`src/rtl/nts_pkg.sv`:
```
package nts_pkg;

  typedef enum logic [3:0] {
    ST_IDLE,
    ST_TMO,
    ST_TIM,
    ST_DIS,
    ST_CLR,
    ST_HALF,
    ST_FACT,
    ST_EN,
    ST_SETTLE,
    ST_READY
  } nts_state_e;

endpackage

```
`src/rtl/nts_settle.sv`:
```
module nts_settle #(
  parameter int CYC = 64
) (
  input  logic clk,
  input  logic rst_n,
  input  logic start,
  output logic done
);
  localparam int CW = $clog2(CYC + 1);
  localparam logic [CW-1:0] LOAD = CW'(CYC - 1);

  logic [CW-1:0] cnt;
  logic          run;

  assign done = run && (cnt == '0);

  always_ff @(posedge clk or negedge rst_n) begin
    if (!rst_n) begin
      cnt <= '0;
      run <= 1'b0;
    end else if (start) begin
      cnt <= LOAD;
      run <= 1'b1;
    end else if (run) begin
      if (cnt == '0) run <= 1'b0;
      else           cnt <= cnt - 1'b1;
    end
  end

  AST_DONE_ONE_CYCLE: assert property (@(posedge clk) disable iff (!rst_n)
    done |=> !done);

endmodule

```
`src/rtl/nts_sample.sv`:
```
module nts_sample #(
  parameter int FAC_W         = 8,
  parameter int CLK_PERIOD_PS = 10000,
  parameter int SP_W          = 32
) (
  input  logic             en,
  input  logic             half,
  input  logic [FAC_W-1:0] factor,
  output logic [SP_W-1:0]  sample_ps
);
  localparam int FULL_SHIFT = 3;
  localparam logic [SP_W-1:0] PERIOD = SP_W'(CLK_PERIOD_PS);

  logic [SP_W-1:0] prod;

  assign prod = SP_W'(factor) * PERIOD;

  always_comb begin
    if (!en)       sample_ps = '0;
    else if (half) sample_ps = prod >> (FULL_SHIFT + 1);
    else           sample_ps = prod >> FULL_SHIFT;
  end

endmodule

```
`src/rtl/nts_ctrl.sv`:
```
module nts_ctrl
  import nts_pkg::*;
#(
  parameter int AS_W    = 6,
  parameter int DH_W    = 6,
  parameter int DS_W    = 8,
  parameter int FAC_W   = 8,
  parameter int TMO_W   = 16,
  parameter int TMO_VAL = 'h500
) (
  input  logic             clk,
  input  logic             rst_n,
  input  logic             cfg_valid,
  output logic             cfg_ready,
  input  logic [AS_W-1:0]  cfg_addr_setup,
  input  logic [DH_W-1:0]  cfg_data_hold,
  input  logic [DS_W-1:0]  cfg_data_setup,
  input  logic             cfg_half,
  input  logic [FAC_W-1:0] cfg_factor,
  input  logic             settle_done,
  output logic             settle_start,
  output logic [AS_W-1:0]  tim_addr_setup,
  output logic [DH_W-1:0]  tim_data_hold,
  output logic [DS_W-1:0]  tim_data_setup,
  output logic [TMO_W-1:0] rb_timeout,
  output logic             dly_en,
  output logic             dly_half,
  output logic [FAC_W-1:0] dly_factor,
  output logic             io_ready
);
  nts_state_e st;

  logic [AS_W-1:0]  c_as;
  logic [DH_W-1:0]  c_dh;
  logic [DS_W-1:0]  c_ds;
  logic             c_half;
  logic [FAC_W-1:0] c_fac;
  logic             take;

  assign cfg_ready    = (st == ST_IDLE) || (st == ST_READY);
  assign io_ready     = (st == ST_READY);
  assign take         = cfg_valid && cfg_ready;
  assign settle_start = (st == ST_EN);

  always_ff @(posedge clk or negedge rst_n) begin
    if (!rst_n) begin
      c_as   <= '0;
      c_dh   <= DH_W'(1);
      c_ds   <= DS_W'(1);
      c_half <= 1'b0;
      c_fac  <= '0;
    end else if (take) begin
      c_as   <= cfg_addr_setup;
      c_dh   <= (cfg_data_hold  == '0) ? DH_W'(1) : cfg_data_hold;
      c_ds   <= (cfg_data_setup == '0) ? DS_W'(1) : cfg_data_setup;
      c_half <= cfg_half;
      c_fac  <= cfg_factor;
    end
  end

  always_ff @(posedge clk or negedge rst_n) begin
    if (!rst_n) begin
      st             <= ST_IDLE;
      tim_addr_setup <= '0;
      tim_data_hold  <= DH_W'(1);
      tim_data_setup <= DS_W'(1);
      rb_timeout     <= '0;
      dly_en         <= 1'b0;
      dly_half       <= 1'b0;
      dly_factor     <= '0;
    end else begin
      case (st)
        ST_IDLE, ST_READY: if (take) st <= ST_TMO;
        ST_TMO: begin
          rb_timeout <= TMO_W'(TMO_VAL);
          st         <= ST_TIM;
        end
        ST_TIM: begin
          tim_addr_setup <= c_as;
          tim_data_hold  <= c_dh;
          tim_data_setup <= c_ds;
          st             <= ST_DIS;
        end
        ST_DIS: begin
          dly_en <= 1'b0;
          st     <= ST_CLR;
        end
        ST_CLR: begin
          dly_factor <= '0;
          dly_half   <= 1'b0;
          st         <= (c_fac == '0) ? ST_READY : ST_HALF;
        end
        ST_HALF: begin
          dly_half <= c_half;
          st       <= ST_FACT;
        end
        ST_FACT: begin
          dly_factor <= c_fac;
          st         <= ST_EN;
        end
        ST_EN: begin
          dly_en <= 1'b1;
          st     <= ST_SETTLE;
        end
        ST_SETTLE: if (settle_done) st <= ST_READY;
        default: st <= ST_IDLE;
      endcase
    end
  end

  AST_TAKE_DROPS_READY: assert property (@(posedge clk) disable iff (!rst_n)
    take |=> !cfg_ready && !io_ready);

  AST_NO_CHANGE_WHILE_ON: assert property (@(posedge clk) disable iff (!rst_n)
    (!$stable(dly_factor) || !$stable(dly_half)) |-> (!dly_en && !$past(dly_en)));

  AST_ZERO_STAYS_OFF: assert property (@(posedge clk) disable iff (!rst_n)
    (io_ready && dly_factor == '0) |-> !dly_en && !dly_half);

  AST_NONZERO_SETUP_HOLD: assert property (@(posedge clk) disable iff (!rst_n)
    io_ready |-> (tim_data_setup != '0) && (tim_data_hold != '0));

  AST_TMO_LOADED: assert property (@(posedge clk) disable iff (!rst_n)
    io_ready |-> rb_timeout == TMO_W'(TMO_VAL));

endmodule

```
`src/rtl/nand_tim_seq.sv`:
```
module nand_tim_seq #(
  parameter int AS_W          = 6,
  parameter int DH_W          = 6,
  parameter int DS_W          = 8,
  parameter int FAC_W         = 8,
  parameter int TMO_W         = 16,
  parameter int TMO_VAL       = 'h500,
  parameter int SETTLE_CYC    = 64,
  parameter int CLK_PERIOD_PS = 10000,
  parameter int SP_W          = 32
) (
  input  logic             clk,
  input  logic             rst_n,
  input  logic             cfg_valid,
  output logic             cfg_ready,
  input  logic [AS_W-1:0]  cfg_addr_setup,
  input  logic [DH_W-1:0]  cfg_data_hold,
  input  logic [DS_W-1:0]  cfg_data_setup,
  input  logic             cfg_half,
  input  logic [FAC_W-1:0] cfg_factor,
  output logic [AS_W-1:0]  tim_addr_setup,
  output logic [DH_W-1:0]  tim_data_hold,
  output logic [DS_W-1:0]  tim_data_setup,
  output logic [TMO_W-1:0] rb_timeout,
  output logic             dly_en,
  output logic             dly_half,
  output logic [FAC_W-1:0] dly_factor,
  output logic             io_ready,
  output logic [SP_W-1:0]  sample_ps
);
  localparam int AGE_W = $clog2(SETTLE_CYC + 1);

  logic settle_start;
  logic settle_done;

  nts_ctrl #(
    .AS_W(AS_W), .DH_W(DH_W), .DS_W(DS_W), .FAC_W(FAC_W),
    .TMO_W(TMO_W), .TMO_VAL(TMO_VAL)
  ) ctrl_i (
    .clk(clk), .rst_n(rst_n),
    .cfg_valid(cfg_valid), .cfg_ready(cfg_ready),
    .cfg_addr_setup(cfg_addr_setup), .cfg_data_hold(cfg_data_hold),
    .cfg_data_setup(cfg_data_setup), .cfg_half(cfg_half),
    .cfg_factor(cfg_factor),
    .settle_done(settle_done), .settle_start(settle_start),
    .tim_addr_setup(tim_addr_setup), .tim_data_hold(tim_data_hold),
    .tim_data_setup(tim_data_setup), .rb_timeout(rb_timeout),
    .dly_en(dly_en), .dly_half(dly_half), .dly_factor(dly_factor),
    .io_ready(io_ready)
  );

  nts_settle #(.CYC(SETTLE_CYC)) settle_i (
    .clk(clk), .rst_n(rst_n), .start(settle_start), .done(settle_done)
  );

  nts_sample #(
    .FAC_W(FAC_W), .CLK_PERIOD_PS(CLK_PERIOD_PS), .SP_W(SP_W)
  ) sample_i (
    .en(dly_en), .half(dly_half), .factor(dly_factor), .sample_ps(sample_ps)
  );

  // age of the enabled delay line, saturating at the settle time
  logic [AGE_W-1:0] en_age;
  always_ff @(posedge clk or negedge rst_n) begin
    if (!rst_n)                                en_age <= '0;
    else if (!dly_en)                          en_age <= '0;
    else if (en_age != AGE_W'(SETTLE_CYC))     en_age <= en_age + 1'b1;
  end

  AST_SETTLED_BEFORE_IO: assert property (@(posedge clk) disable iff (!rst_n)
    (io_ready && dly_en) |-> en_age == AGE_W'(SETTLE_CYC));

  AST_SAMPLE_OFF: assert property (@(posedge clk) disable iff (!rst_n)
    !dly_en |-> sample_ps == '0);

endmodule

```
`config.mk`:
```
export PLATFORM = sky130hd
export DESIGN_NAME = nand_tim_seq
export DESIGN_NICKNAME = d
export VERILOG_FILES = /design/src/rtl/nts_pkg.sv /design/src/rtl/nts_settle.sv /design/src/rtl/nts_sample.sv /design/src/rtl/nts_ctrl.sv /design/src/rtl/nand_tim_seq.sv
export SDC_FILE = /design/constraint.sdc
export NUM_CORES = 1
export LEC_CHECK = 0
export ABC_AREA = 1
export ABC_CLOCK_PERIOD_IN_PS = 3500
export BUFFER_PORTS_ARGS = -buffer_cell sky130_fd_sc_hd__buf_2
export CORE_MARGIN = 1
export CORE_UTILIZATION = 45
export DETAILED_ROUTE_END_ITERATION = 10
export PLACE_DENSITY = 0.71
export SLEW_MARGIN = 5
export SYNTH_ARGS = -nofsm -noshare
export SYNTH_HDL_FRONTEND = slang
export SYNTH_HIERARCHICAL = 1
export SYNTH_SLANG_ARGS = --single-unit
export TNS_END_PERCENT = 20
```
`constraint.sdc`:
```
create_clock -name clk -period 3.5 [get_ports clk]
set_clock_uncertainty 0.15 [all_clocks]
set_input_delay 0.175 -clock clk [delete_from_list [all_inputs] [get_ports clk]]
set_output_delay 0.175 -clock clk [all_outputs]
set_load 0.01 [all_outputs]
```
Word level (Yosys, flattened, before mapping):

Cells that the tools add are included.
W data, S select, Z words.

* memory bits (writable): 0
* logic and storage cells: 61
* register bits: 72
* memories kept: 0
* input bits: 32
* memory bits (read-only): 0
* latch bits: 0

* multiplexer cells: 17
* bitwise gates (word level): 0
* div/mod/pow operators: 0
* equal/unequal tests: 12
* reductions and logical operators: 15
* add/subtract/negate cells: 1
* multipliers: 1
* shifts and indexed selects: 0
* order comparisons: 0

Operators by type and width (count)
* $mux W19: 2
* $pmux W4 S9: 1
* $mux W7: 3
* $mul A8 B10 Y18 const B: 1
* $eq A4 B3 Y1 const B: 4
* $logic_not A8 Y1: 2
* $pmux W8 S2: 1
* $mux W4: 3
* $eq A4 B2 Y1 const B: 2
* $eq A4 B4 Y1 const B: 2
* $mux W8: 1
* $reduce_bool A2 Y1: 4
* $logic_not A7 Y1: 1
* $sub A7 B1 Y7 const B: 1
* $logic_not A6 Y1: 1
* $mux W6: 1
* $eq A4 B1 Y1 const B: 1
* $logic_not A4 Y1: 1
* $ne A2 B1 Y1 const B: 2
* $pmux W1 S2: 2
* $reduce_and A2 Y1: 2
* $mux W1: 3
* $logic_and A1 B1 Y1: 2
* $ne A2 B2 Y1 const B: 1
* 2 further kinds: 2

Logic depth before layout (Yosys ltp):

Gate-level depths: netlist (run 1).

* depth after elaboration: 5
* gate-level depth with buffers: 16

Hierarchy:

The synthesis (run 1) kept the hierarchy.

By module, submodules not included
* nts_ctrl: times used 1, area an instance 2780.2 sq um, cells an instance 297, sequential area each 1606.5 sq um
* nts_sample: times used 1, area an instance 1562.7 sq um, cells an instance 225, sequential area each 0.0 sq um
* nts_settle: times used 1, area an instance 538.0 sq um, cells an instance 70, sequential area each 200.2 sq um

Worst setup path after synthesis (run 1):

No wires, ideal clock.

* path type: register -> output
* start: reg ctrl_i.dly_factor[5]
* end: out sample_ps[15]
* stages on the path, launching flop included: 15
* arrival: 3.319 ns
* path buffers: 0
* required time: 3.175 ns
* setup slack: -0.144 ns
* cells stage by stage: dfrtp_1 fa_1 fa_1 ha_1 inv_1 fa_1 inv_1 ha_1 a21oi_2 nor2_1 nor2_1 nand2_1 nand2_1 nand3_1 nand2_1

* word-level cells in the longest chain between the ends: 3

Ends and longest elaborated chain
* start, declared: RTL line nts_ctrl.sv:28 `output logic [FAC_W-1:0] dly_factor,`
* start signal, assigned: RTL line nts_ctrl.sv:70 `dly_factor <= '0;`
* start signal, assigned: RTL line nts_ctrl.sv:89 `dly_factor <= '0;`
* start signal, assigned: RTL line nts_ctrl.sv:98 `dly_factor <= c_fac;`
* $mul A8 B10 Y18: RTL line nts_sample.sv:16 `assign prod = SP_W'(factor) * PERIOD;`
* $mux W19: RTL line nts_sample.sv:20 `else if (half) sample_ps = prod >> (FULL_SHIFT + 1);`
* $mux W19: RTL line nts_sample.sv:19 `if (!en) sample_ps = '0;`
* end, declared: RTL line nand_tim_seq.sv:29 `output logic [SP_W-1:0] sample_ps`

Every way passes these cells.

Worst setup path after layout (run 1):

* start: reg ctrl_i.dly_factor[7]
* end: out sample_ps[16]

Same word-level chain as after synthesis.

==> run metrics, run 1 <==
mean cell area of the mapped netlist 8.24 um2; die height 106 um; routability congestion estimate from global placement 0.894; Internal Dissipation 2.83 mW; Worst Setup Start Kind flip-flop; gr ovfl total 0; library cell occupying the most area in the post-synthesis netlist dfrtp_1; power share of the sequential group 29.1%; reported max-cap violation count 0; routed wire length 10900 um; dominant register cell in the synthesized netlist dfrtp_1; synthesized instance count 592; Post-synth ARST share 100%; Post-layout nets 810; antenna violations before repair 0; Critical Path AT 3.62 ns; total die area 0.0113 mm2; Post-synth EDFFs 0; post-synth design cell area 0.00488 mm2; DRC violations left 0; Comb pwr share 58.0%; worst IR drop on VDD 0.513 mV; min Tclk post-route 3.95 ns; element type at the critical path end primary output; CTS tree built; share of cells above drive strength 1 27.7%; number of buffers inserted by port buffering 84; final non-filler cell area 0.00617 mm2; All-Layer GR Usage 20.5%; cell area power density 826 mW/mm2; final setup violation count 12; via count of the first global-routing pass 4211; number of standard cells in the layout, taps in and fillers out 866; Routed WL per cell 12.6 um; Required @ worst endpoint 3.17 ns; max-slew violation count 0; 1st-pass router iterations 4; Syn-to-layout area delta 26.5%; part of the power in the clock network 12.8%; Area after DPL 0.00545 mm2; Max Fanout on Critical Path 4; number of primary I/O pins 112; maximum frequency from static timing analysis 0.253 GHz; Sw Pwr 2.27 mW; final antenna diode count 0; clock transition time at the flip-flop clock pins of the worst setup and hold paths 0.07 ns; cell with the most instances after synthesis nand2_1; wire length of the first global-routing pass 18700 um; unique cell type count in the Yosys netlist 36; DPL Wire Length 7870 um; initial DRC count 132; # H-tree levels 3; pin count of the biggest net entering global routing 38; reported leakage power 3.47 nW; Yosys reg bits 72; area share of the largest cell type after synthesis 34.9%; buffer cell driving the clock tree root clkbuf_8; status complete, but fails checks; RSZ-0062 raised after global routing true; Clock Tree Buf Depth 2; Hold Crit Class input port to flip-flop; least setup slack across all paths after layout -0.449 ns; switching share of power 44.6%; synth warn 6; violated checks setup timing; most frequent cells after synthesis nand2_1, inv_1, dfrtp_1; total count of hold-check failures in the final report 0; Worst Path Class, Setup flip-flop to primary output; clock buffers created by TritonCTS 9; horizontal die dimension 106 um; Least-Margin Pin Slew 0.822 ns; starting density of the core 46.9%; via total after detailed routing 4203; number of placement rows 37; post-route ant nets 0; number of sinks on the clock net 72; placeable core region 0.0104 mm2; clock network latency to the later pin of the worst-skew pair 0.34 ns; per-cell via count in the routed design 4.85; Tcrit/Tclk final 113%; post-placement cell count 816; proportion of synthesized chip area in sequential cells 37.0%; headroom to the max-slew limit 45.2%; top area cells in the synthesized netlist dfrtp_1, nand2_1, ha_1, inv_1, fa_1
[worst paths after layout]
check                                           from  depth (start not counted)  slack (ns)                       end
worst min register to register        ctrl_i/c_ds[0]                          2        0.32            ctrl_i/c_ds[0]
max in group asynchronous                      rst_n                          3        2.07            ctrl_i/c_ds[0]
min in group asynchronous                      rst_n                          2        0.31              ctrl_i/st[0]
worst max-delay path            ctrl_i/dly_factor[7]                         15       -0.45             sample_ps[16]
worst min-delay path                       cfg_valid                          5        0.08              ctrl_i/st[3]
worst max register to register          ctrl_i/st[0]                          4        1.27  ctrl_i/tim_data_setup[7]
[flip-flops by register name (all words and copies together), names as in the netlist]
name / count
ctrl_i/c_half: 1
ctrl_i/tim_addr_setup: 6
ctrl_i/dly_factor: 8
settle_i/cnt: 7
ctrl_i/tim_data_setup: 8
ctrl_i/dly_en: 1
ctrl_i/c_as: 6
ctrl_i/rb_timeout: 1
ctrl_i/dly_half: 1
ctrl_i/c_fac: 8
settle_i/run: 1
ctrl_i/st: 4
ctrl_i/tim_data_hold: 6
ctrl_i/c_ds: 8
ctrl_i/c_dh: 6
[cells in the final DEF (no fill, tap or decap), types with 4 or more instances in the layout]
cell	Yosys	routed
dlygate4sd3_1	0	30
buf_6	4	4
nand3b_1	5	5
ha_1	41	36
nor2_4	5	8
nand2_4	4	7
dfrtp_1	68	66
o21ai_1	22	22
o22ai_1	10	10
nand3_1	28	21
nor2_1	28	22
inv_2	4	7
conb_1	2	27
mux2_4	9	9
nand2_1	169	156
nand3_2	2	9
a21oi_1	6	5
dfstp_2	4	4
nor2_2	3	6
fa_1	12	11
nand2_2	5	15
buf_4	28	23
clkbuf_8	0	11
nand4_1	8	8
ha_4	0	5
o21ai_0	23	23
buf_2	3	80
inv_1	80	77
[through the flow]
step                total power [mW]  TNS (ns)  utilization, %  hold WS (ns)  worst slack, ns
floorplan                       3.41  -0.00350               -        -0.271         -0.00161
finish                          5.10     -4.16            59.3        0.0811           -0.449
global placement                4.02    -0.640            52.4         0.150           -0.126
detailed placement              4.14     -1.39            52.4         0.160           -0.229
CTS                             5.02     -4.51            58.5        0.0727           -0.468
global route                    5.54     -5.78            59.3         0.118           -0.622
[power groups by stage]
stage          Combinational, mW  Sequential (mW)  Clock (mW)
6_report                    2.96             1.49       0.655
2_1_floorplan               1.89             1.51           0
3_3_place_gp                2.55             1.47           0
3_5_place_dp                2.64             1.49           0
4_1_cts                     2.87             1.48       0.667
5_1_grt                     3.31             1.53       0.696
[cell type report]
type	instances	area, um2
Clock buffer	13	159
Clock inverter	3	40.0
Fill cell	895	4240
Inverter	85	322
Multi-Input combinational cell	420	2750
Sequential cell	72	1810
Tap cell	136	170
Timing Repair Buffer	137	918
[routing by layer]
metal / global-route usage, % / part of all wire, %
met3: 3.37 / 4.8
met5: 0 / 0
met1: 24.5 / 41
met4: 6.55 / 1.7
met2: 37.2 / 52
[logic make-up (layout without fill, tap and decap cells)]
kind of cell | Yosys count | after routing | share of synthesized area, %
AND/OR/NAND/NOR | 263 | 263 | 24.3
buffers and inverters | 125 | 238 | 12.5
flip-flops | 72 | 72 | 37.0
AO/OA/AOI/OAI | 64 | 64 | 7.05
adder cells (fa/ha/maj) | 53 | 53 | 15.4
multiplexers | 10 | 10 | 3.00
XOR/XNOR | 3 | 3 | 0.538
other | 2 | 27 | 0.154
[critical path: stages, from the launching register on]
cell	delay, ns
dfrtp_1	0.40
fa_1	0.57
fa_1	0.41
ha_1	0.28
inv_1	0.05
fa_1	0.49
inv_2	0.04
ha_4	0.25
a21oi_4	0.18
nand2_1	0.07
nand2_1	0.07
nand3_1	0.11
nand2_2	0.10
nand3_2	0.08
nand2_2	0.08
buf_6	0.09
[repair_timing]
item	in CTS	in global routing
hold endpoints to repair	63	0
hold buffers	30	0
setup buffers	3	1
gates resized for setup	29	15
setup endpoints to repair	12	12
pin swaps	26	16
No activity file was read; power rests on OpenSTA's default activity.
==> inputs of run 2 (changes only) <==
--- a/config.mk
+++ b/config.mk
@@ -12,6 +12,7 @@
 export CORE_UTILIZATION = 45
 export DETAILED_ROUTE_END_ITERATION = 10
 export PLACE_DENSITY = 0.71
+export SKIP_LAST_GASP = 1
 export SLEW_MARGIN = 5
 export SYNTH_ARGS = -nofsm -noshare
 export SYNTH_HDL_FRONTEND = slang
==> run 2 against run 1 <==
  * The run still ends with setup timing left
  * Critical path depth down 1
  * Final area fell by 0.47%
  * Maximum frequency shrank 0.20%
  * Clock power about the same
  * Die area unchanged
  * Flip-flop and latch count did not move
  * Hold slack improved by 0.00058 ns
  * Critical endpoint is now sample_ps[15]
  * Largest power group unchanged
  * Highest routed layer unchanged
==> run metrics, run 2 (synthesized netlist as in run 1, its figures left out) <==
number of buffers inserted by port buffering 84 (unchanged); Syn-to-layout area delta 25.9%; die height 106 um (unchanged); Worst Setup Start Kind flip-flop; final antenna diode count 0 (unchanged); via count of the first global-routing pass 4212 (+0.024%); destination of the worst hold path ctrl_i/st[3]; routed wire length 10900 um (-0.21%); clock network latency to the later pin of the worst-skew pair 0.34 ns (about the same); total die area 0.0113 mm2 (unchanged); max-slew violation count 0 (unchanged); total count of hold-check failures in the final report 0 (unchanged); final non-filler cell area 0.00614 mm2 (-0.47%); DRC violations left 0 (unchanged); cell area power density 826 mW/mm2 (about the same); placeable core region 0.0104 mm2 (unchanged); Max Fanout on Critical Path 4 (unchanged); most used cells in the layout excluding fill and tap cells nand2_1, buf_2, inv_1; reported leakage power 3.47 nW (about the same); Clock Tree Buf Depth 2 (unchanged); clock buffers created by TritonCTS 9 (unchanged); initial DRC count 175 (+33%); worst IR drop on VDD 0.514 mV (about the same); element type at the critical path end primary output; worst setup timing slack at the placement stage -0.229 ns (unchanged); area taken by flip-flops and latches 0.00181 mm2 (unchanged); maximum frequency from static timing analysis 0.253 GHz (-0.20%); Critical Path AT 3.63 ns (about the same); via total after detailed routing 4198 (-0.12%); min Tclk post-route 3.96 ns (+0.00801 ns); post-route total power 5.07 mW (-0.53%); violated checks setup timing; RSZ-0062 raised after global routing true; number of sinks on the clock net 72 (unchanged); Hold Path Depth 5 (unchanged); status complete, but fails checks; area used by multi-input combinational logic 0.00273 mm2 (-0.82%); least setup slack across all paths after layout -0.457 ns (-0.00801 ns); starting density of the core 46.9% (unchanged); Post-layout nets 810 (unchanged); Tcrit/Tclk final 113% (+0.23 points); number of placement rows 37 (unchanged); Hold Crit Class input port to flip-flop; CTS tree built; All-Layer GR Usage 20.4% (-0.027 points); Routed WL per cell 12.6 um (-0.21%); Required @ worst endpoint 3.17 ns (about the same); Least-Margin Pin Slew 0.821 ns (-0.000668 ns); Worst Path Class, Setup flip-flop to primary output; horizontal die dimension 106 um (unchanged); per-cell via count in the routed design 4.85 (-0.12%); number of filler cells placed in the layout 893 (-0.22%); antenna violations before repair 0 (unchanged); reported max-cap violation count 0 (unchanged); buffer cell driving the clock tree root clkbuf_8; DPL Wire Length 7870 um (unchanged); routability congestion estimate from global placement 0.894 (unchanged); wire length of the first global-routing pass 18600 um (-0.14%); Critical Path, Cell by Cell ha_1 -> ha_1 -> inv_1 -> fa_1 -> fa_1 -> inv_1 -> ha_4 -> nand2_1 -> nor2_1 -> nand3_2 -> nand4_1 -> nand3_2 -> nand2_2 -> buf_6; Worst path top cell family by delay adder cells; 1st-pass router iterations 4 (unchanged); crit-path max cell delay 0.61 ns (+0.04 ns); commonest non-fill, non-tap cell in the layout nand2_1; worst setup slack for register-to-register paths 1.26 ns (about the same); length in cells of the worst reg-to-reg path 4 (unchanged); Area after DPL 0.00545 mm2 (unchanged); pin count of the biggest net entering global routing 38 (unchanged); number of buffers and inverters on the critical path 3 (unchanged); # H-tree levels 3 (unchanged); number of standard cells in the layout, taps in and fillers out 866 (unchanged); crit path max-delay cell type fa_1; headroom to the max-slew limit 45.2% (about the same); final setup violation count 12 (unchanged); post-placement cell count 816 (unchanged); Min-Delay Startpoint cfg_valid; share of cells above drive strength 1 27.1% (-0.55 points); reg-to-reg endpoint ctrl_i/tim_data_setup[7]; number of primary I/O pins 112 (unchanged); final core occ 59.0% (-0.28 points); post-route ant nets 0 (unchanged); clock transition time at the flip-flop clock pins of the worst setup and hold paths 0.07 ns (about the same); startpoint of the most critical register-to-register path ctrl_i/st[0]; gr ovfl total 0 (unchanged)
[run 2: worst max path at each step]
stage / start / to / depth (start not counted)
final: ctrl_i/dly_factor[3] / sample_ps[15] / 14
after CTS: ctrl_i/dly_factor[5] / sample_ps[15] / 15
after global placement: ctrl_i/dly_factor[6] / sample_ps[15] / 15
after global routing: ctrl_i/dly_factor[6] / sample_ps[16] / 17
after detailed placement: ctrl_i/dly_factor[6] / sample_ps[15] / 15
after floorplan: ctrl_i/dly_factor[6] / sample_ps[15] / 13
[run 2: what timing repair did]
action	CTS	global route
hold buffers	30	0
setup endpoints to repair	12	12
endpoints found under the hold margin	63	0
resized for setup	26	12
setup buffers	3	1
pin swaps	24	13
cloned	0	0
[run 2: report_power, final]
part	switching, mW	total (mW)	leakage (nW)	internal (mW)
registers	0.270	1.48	0.894	1.21
clock network	0.287	0.654	0.103	0.367
logic	1.70	2.93	2.47	1.24
[run 2: cell type report]
type | instances | share of cell area (%)
Sequential cell | 72 | 29.5
Clock inverter | 3 | 0.652
Inverter | 85 | 5.23
Tap cell | 136 | 2.77
Timing Repair Buffer | 137 | 14.8
Multi-Input combinational cell | 420 | 44.5
Clock buffer | 13 | 2.59
[run 2: stage by stage]
stage / TNS, ns / hold slack [ns]
after floorplan: -0.00350 / -0.271
after global placement: -0.640 / 0.150
after detailed placement: -1.39 / 0.160
after CTS: -4.64 / 0.0727
after global routing: -6.06 / 0.118
final: -4.25 / 0.0817
[run 2: routing by layer]
layer	wire, um	vias to the layer above	track usage [%]
li1	-	2085	-
met1	4550	1975	24.4
met2	5690	122	37.0
met3	479	16	3.37
met4	193	0	6.94
met5	0	-	0
[run 2: worst register-to-register path, cell delays in order, from the launching register on]
cell     delay [ns]
dfrtp_1        0.63
nor2_1         0.13
nand2_1        0.51
buf_4          0.35
mux2_2         0.36
